[src/rtl/adc_scan_pkg.sv]
package adc_scan_pkg;

  typedef enum logic [3:0] {
    ST_IDLE,
    ST_LEAD,
    ST_WR0,
    ST_WR1,
    ST_WR2,
    ST_GAPW,
    ST_SYNC,
    ST_GAPS,
    ST_WAKE,
    ST_GAPK,
    ST_RDC,
    ST_RDW,
    ST_RD
  } scan_st_e;

endpackage

[src/rtl/scan_edge_sync.sv]
module scan_edge_sync (
  input  logic clk,
  input  logic rst_n,
  input  logic async_n_i,
  output logic fall_o
);

  logic [1:0] sync_q;
  logic       prev_q;

  always_ff @(posedge clk or negedge rst_n) begin
    if (!rst_n) begin
      sync_q <= 2'b11;
      prev_q <= 1'b1;
    end else begin
      sync_q <= {sync_q[0], async_n_i};
      prev_q <= sync_q[1];
    end
  end

  assign fall_o = prev_q & ~sync_q[1];

endmodule

[src/rtl/scan_delay.sv]
module scan_delay #(
  parameter int DW = 8
) (
  input  logic          clk,
  input  logic          rst_n,
  input  logic          start_i,
  input  logic [DW-1:0] len_i,
  output logic          done_o
);

  logic          act_q, act_d;
  logic [DW-1:0] cnt_q, cnt_d;
  logic          done_q, done_d;

  always_comb begin
    act_d  = act_q;
    cnt_d  = cnt_q;
    done_d = 1'b0;
    if (start_i) begin
      act_d = 1'b1;
      cnt_d = len_i;
    end else if (act_q) begin
      if (cnt_q <= DW'(1)) begin
        act_d  = 1'b0;
        done_d = 1'b1;
      end else begin
        cnt_d = cnt_q - 1'b1;
      end
    end
  end

  always_ff @(posedge clk or negedge rst_n) begin
    if (!rst_n) begin
      act_q  <= 1'b0;
      cnt_q  <= '0;
      done_q <= 1'b0;
    end else begin
      act_q  <= act_d;
      done_q <= done_d;
      if (start_i || act_q) cnt_q <= cnt_d;
    end
  end

  assign done_o = done_q;

endmodule

[src/rtl/scan_shift.sv]
module scan_shift #(
  parameter int SCLK_HALF = 2,
  parameter int RX_W      = 24,
  localparam int HW = (SCLK_HALF > 1) ? $clog2(SCLK_HALF) : 1,
  localparam int BW = $clog2(RX_W + 1)
) (
  input  logic            clk,
  input  logic            rst_n,
  input  logic            start_i,
  input  logic [7:0]      tx_i,
  input  logic [BW-1:0]   nbits_i,
  input  logic            dout_i,
  output logic            sclk_o,
  output logic            din_o,
  output logic            done_o,
  output logic [RX_W-1:0] rx_o
);

  logic            busy_q, busy_d;
  logic            sclk_q, sclk_d;
  logic            din_q, din_d;
  logic            done_q, done_d;
  logic [HW-1:0]   hcnt_q, hcnt_d;
  logic [BW-1:0]   left_q, left_d;
  logic [7:0]      sh_q, sh_d;
  logic [RX_W-1:0] rx_q, rx_d;

  localparam logic [HW-1:0] HRELOAD = HW'(SCLK_HALF - 1);

  always_comb begin
    busy_d = busy_q;
    sclk_d = sclk_q;
    din_d  = din_q;
    hcnt_d = hcnt_q;
    left_d = left_q;
    sh_d   = sh_q;
    rx_d   = rx_q;
    done_d = 1'b0;
    if (start_i) begin
      busy_d = 1'b1;
      sclk_d = 1'b1;
      din_d  = tx_i[7];
      sh_d   = {tx_i[6:0], 1'b0};
      left_d = nbits_i;
      hcnt_d = HRELOAD;
      rx_d   = '0;
    end else if (busy_q) begin
      if (hcnt_q != '0) begin
        hcnt_d = hcnt_q - 1'b1;
      end else if (sclk_q) begin
        sclk_d = 1'b0;
        rx_d   = {rx_q[RX_W-2:0], dout_i};
        left_d = left_q - 1'b1;
        hcnt_d = HRELOAD;
      end else if (left_q == '0) begin
        busy_d = 1'b0;
        done_d = 1'b1;
      end else begin
        sclk_d = 1'b1;
        din_d  = sh_q[7];
        sh_d   = {sh_q[6:0], 1'b0};
        hcnt_d = HRELOAD;
      end
    end
  end

  always_ff @(posedge clk or negedge rst_n) begin
    if (!rst_n) begin
      busy_q <= 1'b0;
      sclk_q <= 1'b0;
      din_q  <= 1'b0;
      done_q <= 1'b0;
      hcnt_q <= '0;
      left_q <= '0;
      sh_q   <= '0;
      rx_q   <= '0;
    end else begin
      done_q <= done_d;
      busy_q <= busy_d;
      if (start_i || busy_q) begin
        sclk_q <= sclk_d;
        din_q  <= din_d;
        hcnt_q <= hcnt_d;
        left_q <= left_d;
        sh_q   <= sh_d;
        rx_q   <= rx_d;
      end
    end
  end

  assign sclk_o = sclk_q;
  assign din_o  = din_q;
  assign done_o = done_q;
  assign rx_o   = rx_q;

endmodule

[src/rtl/scan_list_ptr.sv]
module scan_list_ptr #(
  parameter int N_CH = 8,
  localparam int LEN_W = $clog2(N_CH + 1),
  localparam int IDX_W = $clog2(N_CH)
) (
  input  logic             clk,
  input  logic             rst_n,
  input  logic             adv_i,
  input  logic [LEN_W-1:0] len_i,
  output logic [IDX_W-1:0] cur_o,
  output logic [IDX_W-1:0] nxt_o
);

  logic [IDX_W-1:0] cur_q;
  logic [LEN_W-1:0] last;

  always_comb begin
    if (len_i == '0)                  last = '0;
    else if (len_i > LEN_W'(N_CH))    last = LEN_W'(N_CH - 1);
    else                              last = len_i - 1'b1;
    if (LEN_W'(cur_q) >= last) nxt_o = '0;
    else                       nxt_o = cur_q + 1'b1;
  end

  always_ff @(posedge clk or negedge rst_n) begin
    if (!rst_n)     cur_q <= '0;
    else if (adv_i) cur_q <= nxt_o;
  end

  assign cur_o = cur_q;

endmodule

[src/rtl/adc_scan_seq.sv]
module adc_scan_seq
  import adc_scan_pkg::*;
#(
  parameter int          N_CH      = 8,
  parameter int          SCLK_HALF = 2,
  parameter int          GAP_SCLK  = 4,
  parameter int          RDW_SCLK  = 8,
  parameter int          RES_W     = 24,
  parameter logic [3:0]  MUX_ADDR  = 4'h1,
  parameter logic [7:0]  OP_WREG   = 8'h50,
  parameter logic [7:0]  OP_SYNC   = 8'hFC,
  parameter logic [7:0]  OP_WAKE   = 8'h00,
  parameter logic [7:0]  OP_RDATA  = 8'h01,
  localparam int LEN_W = $clog2(N_CH + 1),
  localparam int IDX_W = $clog2(N_CH)
) (
  input  logic              clk,
  input  logic              rst_n,
  input  logic [LEN_W-1:0]  list_len_i,
  input  logic [N_CH*8-1:0] list_tbl_i,
  input  logic              drdy_n_i,
  input  logic              dout_i,
  output logic              sclk_o,
  output logic              din_o,
  output logic              cs_n_o,
  output logic              res_valid_o,
  output logic [RES_W-1:0]  res_data_o,
  output logic [IDX_W-1:0]  res_tag_o
);

  localparam int SCLK_PER = 2 * SCLK_HALF;
  localparam int LEAD_CYC = SCLK_PER;
  localparam int GAP_CYC  = GAP_SCLK * SCLK_PER;
  localparam int RDW_CYC  = RDW_SCLK * SCLK_PER;
  localparam int DLY_MAX  = (GAP_CYC > RDW_CYC) ? GAP_CYC : RDW_CYC;
  localparam int DW       = $clog2(DLY_MAX + 1);
  localparam int BW       = $clog2(RES_W + 1);
  localparam logic [7:0] WR_HDR = OP_WREG | {4'h0, MUX_ADDR};
  localparam logic [7:0] WR_CNT = 8'h00;

  // reset: asynchronous assertion, synchronous release
  logic [1:0] rs_q;
  logic       rst_s_n;
  always_ff @(posedge clk or negedge rst_n) begin
    if (!rst_n) rs_q <= 2'b00;
    else        rs_q <= {rs_q[0], 1'b1};
  end
  assign rst_s_n = rs_q[1];

  scan_st_e         st_q, st_d;
  logic             drdy_fall;
  logic             eng_start, eng_done;
  logic [7:0]       eng_tx;
  logic [BW-1:0]    eng_nbits;
  logic [RES_W-1:0] eng_rx;
  logic             dly_start, dly_done;
  logic [DW-1:0]    dly_len;
  logic             cap;
  logic [IDX_W-1:0] cur_idx, nxt_idx;
  logic [7:0]       mux_nxt;
  logic             cs_n_q;
  logic             val_q;
  logic [RES_W-1:0] data_q;
  logic [IDX_W-1:0] tag_q;

  scan_edge_sync u_sync (
    .clk       (clk),
    .rst_n     (rst_s_n),
    .async_n_i (drdy_n_i),
    .fall_o    (drdy_fall)
  );

  scan_shift #(.SCLK_HALF(SCLK_HALF), .RX_W(RES_W)) u_shift (
    .clk     (clk),
    .rst_n   (rst_s_n),
    .start_i (eng_start),
    .tx_i    (eng_tx),
    .nbits_i (eng_nbits),
    .dout_i  (dout_i),
    .sclk_o  (sclk_o),
    .din_o   (din_o),
    .done_o  (eng_done),
    .rx_o    (eng_rx)
  );

  scan_delay #(.DW(DW)) u_delay (
    .clk     (clk),
    .rst_n   (rst_s_n),
    .start_i (dly_start),
    .len_i   (dly_len),
    .done_o  (dly_done)
  );

  scan_list_ptr #(.N_CH(N_CH)) u_ptr (
    .clk   (clk),
    .rst_n (rst_s_n),
    .adv_i (cap),
    .len_i (list_len_i),
    .cur_o (cur_idx),
    .nxt_o (nxt_idx)
  );

  assign mux_nxt = list_tbl_i[nxt_idx*8 +: 8];

  always_comb begin
    st_d      = st_q;
    eng_start = 1'b0;
    eng_tx    = 8'h00;
    eng_nbits = BW'(8);
    dly_start = 1'b0;
    dly_len   = DW'(GAP_CYC);
    cap       = 1'b0;
    unique case (st_q)
      ST_IDLE: if (drdy_fall) begin
        st_d = ST_LEAD; dly_start = 1'b1; dly_len = DW'(LEAD_CYC);
      end
      ST_LEAD: if (dly_done) begin
        st_d = ST_WR0; eng_start = 1'b1; eng_tx = WR_HDR;
      end
      ST_WR0: if (eng_done) begin
        st_d = ST_WR1; eng_start = 1'b1; eng_tx = WR_CNT;
      end
      ST_WR1: if (eng_done) begin
        st_d = ST_WR2; eng_start = 1'b1; eng_tx = mux_nxt;
      end
      ST_WR2: if (eng_done) begin
        st_d = ST_GAPW; dly_start = 1'b1;
      end
      ST_GAPW: if (dly_done) begin
        st_d = ST_SYNC; eng_start = 1'b1; eng_tx = OP_SYNC;
      end
      ST_SYNC: if (eng_done) begin
        st_d = ST_GAPS; dly_start = 1'b1;
      end
      ST_GAPS: if (dly_done) begin
        st_d = ST_WAKE; eng_start = 1'b1; eng_tx = OP_WAKE;
      end
      ST_WAKE: if (eng_done) begin
        st_d = ST_GAPK; dly_start = 1'b1;
      end
      ST_GAPK: if (dly_done) begin
        st_d = ST_RDC; eng_start = 1'b1; eng_tx = OP_RDATA;
      end
      ST_RDC: if (eng_done) begin
        st_d = ST_RDW; dly_start = 1'b1; dly_len = DW'(RDW_CYC);
      end
      ST_RDW: if (dly_done) begin
        st_d = ST_RD; eng_start = 1'b1; eng_nbits = BW'(RES_W);
      end
      ST_RD: if (eng_done) begin
        st_d = ST_IDLE; cap = 1'b1;
      end
      default: st_d = ST_IDLE;
    endcase
  end

  always_ff @(posedge clk or negedge rst_s_n) begin
    if (!rst_s_n) begin
      st_q   <= ST_IDLE;
      cs_n_q <= 1'b1;
      val_q  <= 1'b0;
      data_q <= '0;
      tag_q  <= '0;
    end else begin
      st_q   <= st_d;
      cs_n_q <= (st_d == ST_IDLE);
      val_q  <= cap;
      if (cap) begin
        data_q <= eng_rx;
        tag_q  <= cur_idx;
      end
    end
  end

  assign cs_n_o      = cs_n_q;
  assign res_valid_o = val_q;
  assign res_data_o  = data_q;
  assign res_tag_o   = tag_q;

endmodule

[config.mk]
export PLATFORM = sky130hd
export DESIGN_NAME = adc_scan_seq
export DESIGN_NICKNAME = d
export VERILOG_FILES = /design/src/rtl/adc_scan_pkg.sv /design/src/rtl/scan_edge_sync.sv /design/src/rtl/scan_delay.sv /design/src/rtl/scan_shift.sv /design/src/rtl/scan_list_ptr.sv /design/src/rtl/adc_scan_seq.sv
export SDC_FILE = /design/constraint.sdc
export NUM_CORES = 1
export LEC_CHECK = 0
export ABC_CLOCK_PERIOD_IN_PS = 3680
export BUFFER_PORTS_ARGS = -buffer_cell sky130_fd_sc_hd__buf_2
export CORE_MARGIN = 5
export CORE_UTILIZATION = 35
export DETAILED_ROUTE_END_ITERATION = 12
export GPL_TIMING_DRIVEN = 0
export PLACE_DENSITY = 0.58
export SLEW_MARGIN = 20
export SYNTH_ARGS = -nofsm -noshare
export SYNTH_HDL_FRONTEND = slang
export SYNTH_SLANG_ARGS = --single-unit
[constraint.sdc]
create_clock -name clk -period 3.68 [get_ports clk]
set_clock_uncertainty 0.15 [all_clocks]
set_input_delay 0 -clock clk [delete_from_list [all_inputs] [get_ports clk]]
set_output_delay 0 -clock clk [all_outputs]
set_load 0.01 [all_outputs]
# After elaboration in Yosys (flattened, before gate mapping)

Cells that the tools add are included.

Output and inout port bits: 31
Bits of input ports: 72
Word-level logic and storage cells: 141
Bits in registers: 91

Bitwise operators: 2
Magnitude comparators: 3
Multiplexer cells: 77
Equality and inequality tests: 16
Shift operators: 1
Add/subtract/negate cells: 5
Reduce and logical (&&, ||, !) cells: 17

Operators by type and width:

| kind                | count |
|---|---|
| $mux 24             | 4 |
| $shiftx 64x7->8     | 1 |
| $mux 4              | 15 |
| $mux 8              | 7 |
| $pmux 4 s13         | 1 |
| $mux 5              | 7 |
| $mux 1              | 33 |
| $pmux 8 s4          | 1 |
| $mux 6              | 4 |
| $eq 4x4->1 const B  | 5 |
| $eq 4x3->1 const B  | 4 |
| $logic_not 4->1     | 3 |
| $pmux 6 s2          | 1 |
| $eq 4x2->1 const B  | 2 |
| $ne 2x1->1 const B  | 4 |
| $mux 7              | 1 |
| $le 6x1->1 const B  | 1 |
| $reduce_and 3->1    | 2 |
| $reduce_bool 2->1   | 3 |
| $sub 6x1->6 const B | 1 |
| $logic_not 5->1     | 1 |
| $reduce_and 5->1    | 1 |
| $reduce_or 5->1     | 1 |
| $sub 5x1->5 const B | 1 |
| 15 further kinds    | 17 |

# Longest topological paths before layout

Gate-level depths: netlist of run 1.

Depth in word-level cells: 9
Depth in mapped cells: 12
Gate-level depth less buffers: 11

# By module

Synthesis of run 1 repeated with hierarchy kept, for this count alone.

Cells, all modules: 466
Area total of the unflattened synthesis: 4,885.9 µm²

By module, submodules not included:

| module         | seq. area each (µm²) | cells each | instances | area an instance (µm²) |
|---|---|---|---|---|
| adc_scan_seq   | 877.1                | 183        | 1         | 2,134.5 |
| scan_shift     | 1,026.0              | 189        | 1         | 1,845.5 |
| scan_delay     | 200.2                | 51         | 1         | 493.0 |
| scan_list_ptr  | 75.1                 | 39         | 1         | 320.3 |
| scan_edge_sync | 78.8                 | 4          | 1         | 92.6 |

# Least setup slack after synthesis of run 1

No wires, ideal clock.

Path type: flip-flop to flip-flop
From: register u_ptr.cur_q[0], in the netlist u_ptr.cur_o[0]
To: register u_shift.din_q, in the netlist u_shift.din_o
Data required time: 3.404 ns
Data arrival time: 1.992 ns
Slack: 1.412 ns
Library setup time: 0.126 ns
Cell stages (with the launch flop): 8
Buffers on the path: 2
Period minus slack after synthesis: 2.268 ns
Cells stage by stage: dfrtp_1 > ha_1 > buf_6 > buf_2 > mux4_2 > nand2_1 > nor2_1 > o32a_1

Cells in the longest elaborated chain, start to end: 6
Elaborated cells on any way between the ends: 7
Those cells by class: add/sub: 1; order compare: 1; shift: 1; mux: 4

RTL lines:

| element                                          | RTL line                                 | source |
|---|---|---|
| start: declaration                               | scan_list_ptr.sv:14                      | `logic [IDX_W-1:0] cur_q;` |
| start signal: assignment                         | scan_list_ptr.sv:27                      | `else if (adv_i) cur_q <= nxt_o;` |
| $ge 3x4->1 / $add 3x1->3 (equally long branches) | scan_list_ptr.sv:21, scan_list_ptr.sv:22 |  |
| $mux 3 (*)                                       | scan_list_ptr.sv:21                      | `if (LEN_W'(cur_q) >= last) nxt_o = '0;` |
| $shiftx 64x7->8 (*)                              | adc_scan_seq.sv:103                      | `assign mux_nxt = list_tbl_i[nxt_idx*8 +: 8];` |
| $mux 8 (*)                                       | adc_scan_seq.sv:123                      | `ST_WR1: if (eng_done) begin` |
| $pmux 8 s4 (*)                                   | adc_scan_seq.sv:113                      | `unique case (st_q)` |
| $mux 1 (*)                                       | scan_shift.sv:39                         | `if (start_i) begin` |
| end signal: assignment                           | scan_shift.sv:82                         | `din_q <= din_d;` |
| end: declaration                                 | scan_shift.sv:21                         | `logic din_q, din_d;` |

Mark *: on every way between the ends. The rest lies on a longest branch, timed or not.
A chain may end at the register's enable or synchronous reset.

# Final worst setup path of run 1

From: register u_ptr.cur_q[0], in the netlist u_ptr.cur_o[0]
To: register u_shift.sh_q[3]

Cells in the longest elaborated chain, start to end: 6
Elaborated cells on any way between the ends: 7
Those cells by class: add/sub: 1; order compare: 1; shift: 1; mux: 4

RTL lines:

| element                                          | RTL line                                 | source |
|---|---|---|
| $ge 3x4->1 / $add 3x1->3 (equally long branches) | scan_list_ptr.sv:21, scan_list_ptr.sv:22 |  |
| $mux 3 (*)                                       | scan_list_ptr.sv:21                      |  |
| $shiftx 64x7->8 (*)                              | adc_scan_seq.sv:103                      |  |
| $mux 8 (*)                                       | adc_scan_seq.sv:123                      |  |
| $pmux 8 s4 (*)                                   | adc_scan_seq.sv:113                      |  |
| $mux 8 (*)                                       | scan_shift.sv:39                         |  |
| end signal: assignment                           | scan_shift.sv:75                         | `sh_q <= '0;` |
| end signal: assignment                           | scan_shift.sv:85                         | `sh_q <= sh_d;` |
| end: declaration                                 | scan_shift.sv:25                         | `logic [7:0] sh_q, sh_d;` |

Marked as above.

==> flow_metrics.py, run 1 <==
metrics = {
    "synth": {
        "ys_seq_elements": 90,
        "synth_cell_types": 64,
        "synth_area_per_cell_sq_um": 9.462,
        "synth_area_sq_um": 4646,
        "syn_nets": 572,
        "yosysSeqAreaShare_pct": 48.59,
        "synth_most_common_cell": "nand2_1",
        "synth_top_area_share_pct": 46.32,
        "synth_flop_cell": "dfrtp_1",
        "synthArstFlopShare_pct": 100.0,
        "synth_top_area_cell": "dfrtp_1",
        "synthTopCellsByCount": "nand2_1 (150), dfrtp_1 (86), a21oi_1 (29)",
        "ys_warn_count": 0,
        "synthCells": 491,
        "synthTopCellsByArea": "dfrtp_1 (46%), nand2_1 (12%), mux4_2 (3.9%)",
        "synth-edff-count": 0,
    },
    "route": {
        "detail_route.vias_per_cell": 5.036,
        "drt_iter0_drc": 196,
        "routed_wl_mm": 12.54,
        "drtPass1Iterations": 4,
        "post_drt_wl_per_cell_um": 15.76,
        "vias": 4009,
        "ant_nets": 0,
        "route.detailed.drc": 0,
    },
    "die": {
        "pin_count": 103,
        "start_util_pct": 35.36,
        "core.rowCount": 42,
        "coreArea_sq_um": 13140,
        "die_area_sq_um": 15680,
        "dieHeight_um": 125.2,
        "fp.dieW_um": 125.2,
    },
    "sta": {
        "rsz0062_at_grt": "false",
        "hold_violations": 0,
        "setup_tns_ns": 0,
        "relSlewSlack_pct": 56.45,
        "fmax_mhz": 400.7,
        "finalMaxSlewViolations": 0,
        "period_minus_slack_ns": 2.496,
        "period_share_pct": 67.82,
        "tightestPinTransition_ns": 0.6532,
        "worst_slack_ns": 1.184,
        "setup_viol": 0,
    },
    "critical_path": {
        "cp-start-kind": "flop",
        "r2r-end": "u_shift.sh_q[3]",
        "cp.required_ns": 3.72,
        "worstReg2RegStart": "u_ptr.cur_o[0]",
        "crit_path_max_fanout": 10,
        "worstSetupPathType": "reg2reg",
        "r2r_cells": 8,
        "cp-end-kind": "flop",
        "reg2reg_slack_ns": 1.18,
        "cp.arrival_ns": 2.54,
    },
    "global_routing": {
        "antenna_found_initial": 0,
        "grt_use_met2_pct": 26.04,
        "grt_use_total_pct": 16.35,
        "grt_use_met1_pct": 22.34,
        "grt_pass1_wl_mm": 21.06,
        "busiest_layer": "met2",
        "grt_overflow_total": 0,
        "grt_max_degree": 50,
        "use_met3_pct": 3.326,
        "first_global_vias": 4058,
    },
    "placed_design": {
        "post-place-ws_ns": 1.182,
        "dp.cells": 770,
        "numPortBuffers": 102,
        "dp_hpwl_mm": 9.323,
        "gp_congestion": 0.9320,
    },
    "clock_tree": {
        "htree_levels": 3,
        "clockRootBuffer": "clkbuf_16",
        "ctsResizeCount": 0,
        "cts_sinks": 90,
        "clock_latency_ns": 0.34,
        "clockBufferDepth": 2,
        "postCtsSetupBuffers": 0,
        "numCtsBuffers": 9,
        "clk_pin_slew_ns": 0.06,
        "tritoncts": "built",
    },
    "layout": {
        "area_growth_pct": 25.13,
        "layoutNonFillerInstCount": 796,
        "multiInputGateArea_sq_um": 2161,
        "final_net_count": 696,
        "diodes": 0,
        "n_fill_cell": 1304,
        "drive_gt1_share_pct": 25.81,
        "seq_area_sq_um": 2261,
    },
    "flow_run": {
        "timing.max_cap.violations": 0,
    },
    "power": {
        "power_density_nw_per_um2": 513.0,
        "ir_drop_mv": 0.2619,
        "leakagePower_uw": 0.002821,
    },
    "outcome": {
        "status": "complete, no violations",
    },
    "min_path": {
        "min_path_type": "in2reg",
        "hold_path_startpoint": "list_tbl_i[17]",
        "min_to": "u_shift.sh_q[2]",
        "holdPathStages": 4,
    },
}
-- metal layers --
metal  share of wire [%]  routed length (um)
met5                   0                   0
met4                 1.6                 206
met3                 5.8                 732
met2                  46                5741
met1                  47                5864
-- flip-flops by register name (all words and copies together), names as in the netlist, 3 cells and up --
signal / cells
res_data_o: 24
u_shift.rx_o: 24
u_shift.sh_q: 7
u_delay.cnt_q: 6
u_shift.left_q: 5
st_q: 4
res_tag_o: 3
u_ptr.cur_o: 3
-- cell families (layout without fill, tap and decap cells) --
logic type | Yosys count | in the layout | share of synthesized area, %
AO/OA/AOI/OAI | 98 | 98 | 14.36
XOR/XNOR | 11 | 11 | 2.235
adder cells (fa/ha/maj) | 9 | 9 | 2.424
buffers and inverters | 46 | 175 | 4.902
flip-flops | 90 | 90 | 48.59
multiplexers | 23 | 23 | 7.514
other | 1 | 1 | 0.08072
AND/OR/NAND/NOR | 213 | 213 | 19.90
-- how the worst max path moves through the flow --
stage                     cells after the start  slack [ns]              end      startpoint
after floorplan                               0        0.84    res_data_o[0]         rs_q[1]
after global placement                        0       -0.14      res_valid_o         rs_q[1]
after detailed placement                      7        1.18    u_shift.din_o  u_ptr.cur_o[0]
after CTS                                     7        1.17    u_shift.din_o  u_ptr.cur_o[0]
after global routing                          8        0.95  u_shift.sh_q[5]  u_ptr.cur_o[0]
final                                         8        1.18  u_shift.sh_q[3]  u_ptr.cur_o[0]
-- critical path, stage by stage (launching register included) --
cell      delay, ns
dfrtp_1        0.45
ha_1           0.32
buf_6          0.13
buf_2          0.31
buf_2          0.32
mux2i_1        0.20
o21ai_0        0.09
a22oi_1        0.21
o221ai_1       0.17
-- stage by stage --
| step | hold slack, ns | instance area (sq um) | total power, uW | utilization [%] |
|---|---|---|---|---|
| 2_1_floorplan | -0.4456 | 4646 | 1814 | - |
| 3_3_place_gp | -0.3651 | 5376 | 1998 | 40.92 |
| 3_5_place_dp | -0.3636 | 5400 | 2030 | 41.10 |
| 4_1_cts | 0.03550 | 5813 | 3008 | 44.25 |
| 5_1_grt | 0.05319 | 5813 | 3158 | 44.25 |
| 6_report | 0.05278 | 5813 | 2982 | 44.25 |
-- what timing repair did --
item	in CTS	in global routing
hold endpoints to repair	10	0
endpoints found under the setup margin	0	0
hold buffers	10	0
-- layout make-up --
cell class | count | area share [%]
Buffer | 30 | 2.884
Sequential cell | 90 | 38.89
Timing Repair Buffer | 113 | 10.85
Inverter | 16 | 1.033
Clock inverter | 5 | 1.033
Tap cell | 176 | 3.788
Multi-Input combinational cell | 355 | 37.17
Clock buffer | 11 | 4.348
-- report_power, final --
group / internal, uW / switching [uW]
clock network: 567 / 392
logic: 338 / 392
registers: 1160 / 136
-- cells in the final DEF, fill, tap and decap left out, types with 9 or more instances in the layout --
master / count
nand2_1: 150
buf_2: 110
dfrtp_1: 85
a21oi_1: 29
nor2_1: 22
inv_1: 16
clkbuf_1: 16
o21ai_0: 14
mux2i_1: 12
dlygate4sd3_1: 10
ha_1: 9
clkbuf_16: 9
Note: power is estimated with default switching activity, not from simulation.
==> run 2: changes to the inputs <==
--- a/config.mk
+++ b/config.mk
@@ -5,13 +5,13 @@
 export SDC_FILE = /design/constraint.sdc
 export NUM_CORES = 1
 export LEC_CHECK = 0
-export ABC_CLOCK_PERIOD_IN_PS = 3680
+export ABC_CLOCK_PERIOD_IN_PS = 2200
 export BUFFER_PORTS_ARGS = -buffer_cell sky130_fd_sc_hd__buf_2
 export CORE_MARGIN = 5
 export CORE_UTILIZATION = 35
 export DETAILED_ROUTE_END_ITERATION = 12
 export GPL_TIMING_DRIVEN = 0
-export PLACE_DENSITY = 0.58
+export PLACE_DENSITY = 0.6
 export SLEW_MARGIN = 20
 export SYNTH_ARGS = -nofsm -noshare
 export SYNTH_HDL_FRONTEND = slang
==> constraint.sdc (replaced) <==
create_clock -name clk -period 2.2 [get_ports clk]
set_clock_uncertainty 0.15 [all_clocks]
set_input_delay 0 -clock clk [delete_from_list [all_inputs] [get_ports clk]]
set_output_delay 0 -clock clk [all_outputs]
set_load 0.01 [all_outputs]
==> run 2 against run 1 <==
Effect of this change: fmax rose by 15%; wire length fell by 1.9%; core utilization rose by 1.8 points; critical endpoint is now u_shift.sh_q[1]; cell area rose by 4.1%; largest cell class is now multi-input gates; non-clock buffer count rose by 14; power rose by 61%; sequential power rose by 67%; critical path type unchanged; count of clock-buffer cells in the layout fell by 2.
==> flow_metrics.py, run 2 (same netlist as run 1, synthesis figures left out) <==
metrics = {
    "global_routing": {
        "grt_overflow_total": 0,
        "grt_max_degree": 48,
        "use_met3_pct": 3.241,
        "grt_pass1_wl_mm": 20.21,
        "grt_use_total_pct": 15.55,
        "grt_use_met2_pct": 24.39,
        "first_global_vias": 4106,
        "antenna_found_initial": 0,
        "grt_use_met1_pct": 20.88,
        "busiest_layer": "met2",
    },
    "critical_path": {
        "cp-end-kind": "flop",
        "critPathBufInv": 0,
        "max_stage_delay_ns": 0.53,
        "startpoint": "u_ptr.cur_o[0]",
        "cp.required_ns": 2.27,
        "cp_cell_sequence": "ha_4 > mux4_2 > o21a_1 > a221o_1",
        "cp-start-kind": "flop",
        "worstSetupPathType": "reg2reg",
        "worstReg2RegStart": "u_ptr.cur_o[0]",
        "cp_top_family": "multiplexers",
        "cp.arrival_ns": 2.23,
        "crit_path_max_fanout": 7,
        "slowest_stage": "mux4_2",
    },
    "sta": {
        "finalMaxSlewViolations": 0,
        "fmax_mhz": 462.2,
        "setup_viol": 0,
        "period_share_pct": 98.35,
        "tightestPinTransition_ns": 0.6163,
        "hold_violations": 0,
        "period_minus_slack_ns": 2.164,
        "relSlewSlack_pct": 58.91,
        "rsz0062_at_grt": "true",
        "worst_slack_ns": 0.03636,
    },
    "route": {
        "detail_route.vias_per_cell": 5.040,
        "ant_nets": 0,
        "vias": 4077,
        "drtPass1Iterations": 4,
        "route.detailed.drc": 0,
        "post_drt_wl_per_cell_um": 15.21,
        "drt_iter0_drc": 289,
        "routed_wl_mm": 12.31,
    },
    "layout": {
        "final_net_count": 710,
        "drive_gt1_share_pct": 30.49,
        "n_fill_cell": 1278,
        "multiInputGateArea_sq_um": 2273,
        "layout_commonest_cell": "nand2_1",
        "area_growth_pct": 30.22,
        "seq_area_sq_um": 2263,
        "layout_common_cells": "nand2_1 (150), buf_2 (108), dfrtp_1 (83)",
        "diodes": 0,
        "fin_area_sq_um": 6050,
    },
    "die": {
        "coreArea_sq_um": 13140,
        "pin_count": 103,
        "start_util_pct": 35.36,
        "fp.dieW_um": 125.2,
        "die_area_sq_um": 15680,
        "core.rowCount": 42,
        "dieHeight_um": 125.2,
    },
    "power": {
        "p_seq_share_pct": 45.0,
        "p_switching_uw": 1513,
        "p_sw_share_pct": 31.57,
        "ir_drop_mv": 0.3305,
        "p_clk_share_pct": 29.1,
        "leakagePower_uw": 0.002896,
        "intPower_uw": 3278,
        "p_comb_share_pct": 25.8,
        "power_density_nw_per_um2": 791.9,
    },
    "clock_tree": {
        "htree_levels": 3,
        "numCtsBuffers": 9,
        "clk_pin_slew_ns": 0.07,
        "cts_sinks": 90,
        "clock_latency_ns": 0.34,
        "tritoncts": "built",
        "clockRootBuffer": "clkbuf_16",
        "clockBufferDepth": 2,
    },
    "placed_design": {
        "placed_cell_area_sq_um": 5403,
        "numPortBuffers": 102,
        "gp_congestion": 0.9061,
        "post-place-ws_ns": -0.2518,
        "dp_hpwl_mm": 8.849,
    },
    "min_path": {
        "hold_path_startpoint": "list_tbl_i[20]",
        "min_path_type": "in2reg",
    },
    "flow_run": {
        "timing.max_cap.violations": 0,
    },
    "outcome": {
        "status": "complete, no violations",
    },
}
==> run 2: final cells by class <==
class,count,area share [%]
clock inverter,6,0.7239
timing repair buffer,128,12.82
tap,176,3.640
multi-input combinational,355,37.58
clock buffer,9,3.723
inverter,16,1.034
buffer,29,3.061
sequential,90,37.41
==> run 2: worst paths after layout <==
path,endpoint,slack (ns),cells after the start
max reg2reg,u_shift.sh_q[1],0.04,4
min in group asynchronous,u_shift.rx_o[10],0.20,0
max in group asynchronous,res_data_o[18],1.06,1
min reg2reg,u_shift.rx_o[10],0.20,0
min,u_shift.sh_q[5],0.06,5
max,u_shift.sh_q[1],0.04,4
==> run 2: what timing repair did <==
action,4_1_cts,5_1_grt
setup buffers,11,3
hold endpoints to repair,10,0
endpoints found under the setup margin,16,38
cloned,1,0
hold buffers,10,0
pin swaps,6,7
gates resized for setup,18,20
==> run 2: routing by layer <==
metal,wire length (um),up-vias,part of all wire [%]
met1,5695,1950,46
met2,5623,141,46
li1,-,1965,-
met5,0,-,0
met3,701,21,5.7
met4,289,0,2.3
==> run 2: through the flow <==
stage	setup TNS [ns]	hold WS [ns]	utilization (%)	std cells	power [uW]
after detailed placement	-1.339	-0.3642	41.12	770	3391
after global routing	-0.03531	0.07650	46.05	809	5090
after global placement	-2.501	-0.3641	40.95	769	3334
final	0	0.05699	46.05	809	4791
after CTS	-0.05447	0.01484	45.28	807	4828
after floorplan	0	-0.4456	-	491	3035
==> run 2: power by group through the flow <==
stage	Combinational (uW)	Sequential (uW)	Clock [uW]
3_5_place_dp	1210	2190	0
2_1_floorplan	884	2150	0
6_report	1240	2160	1400
4_1_cts	1230	2160	1440
3_3_place_gp	1150	2190	0
5_1_grt	1390	2190	1510
==> run 2: worst register-to-register path: stages (launching register included) <==
cell and delay, ns:
dfrtp_2 0.45, ha_4 0.37, mux4_2 0.54, o21a_1 0.21, a221o_1 0.32
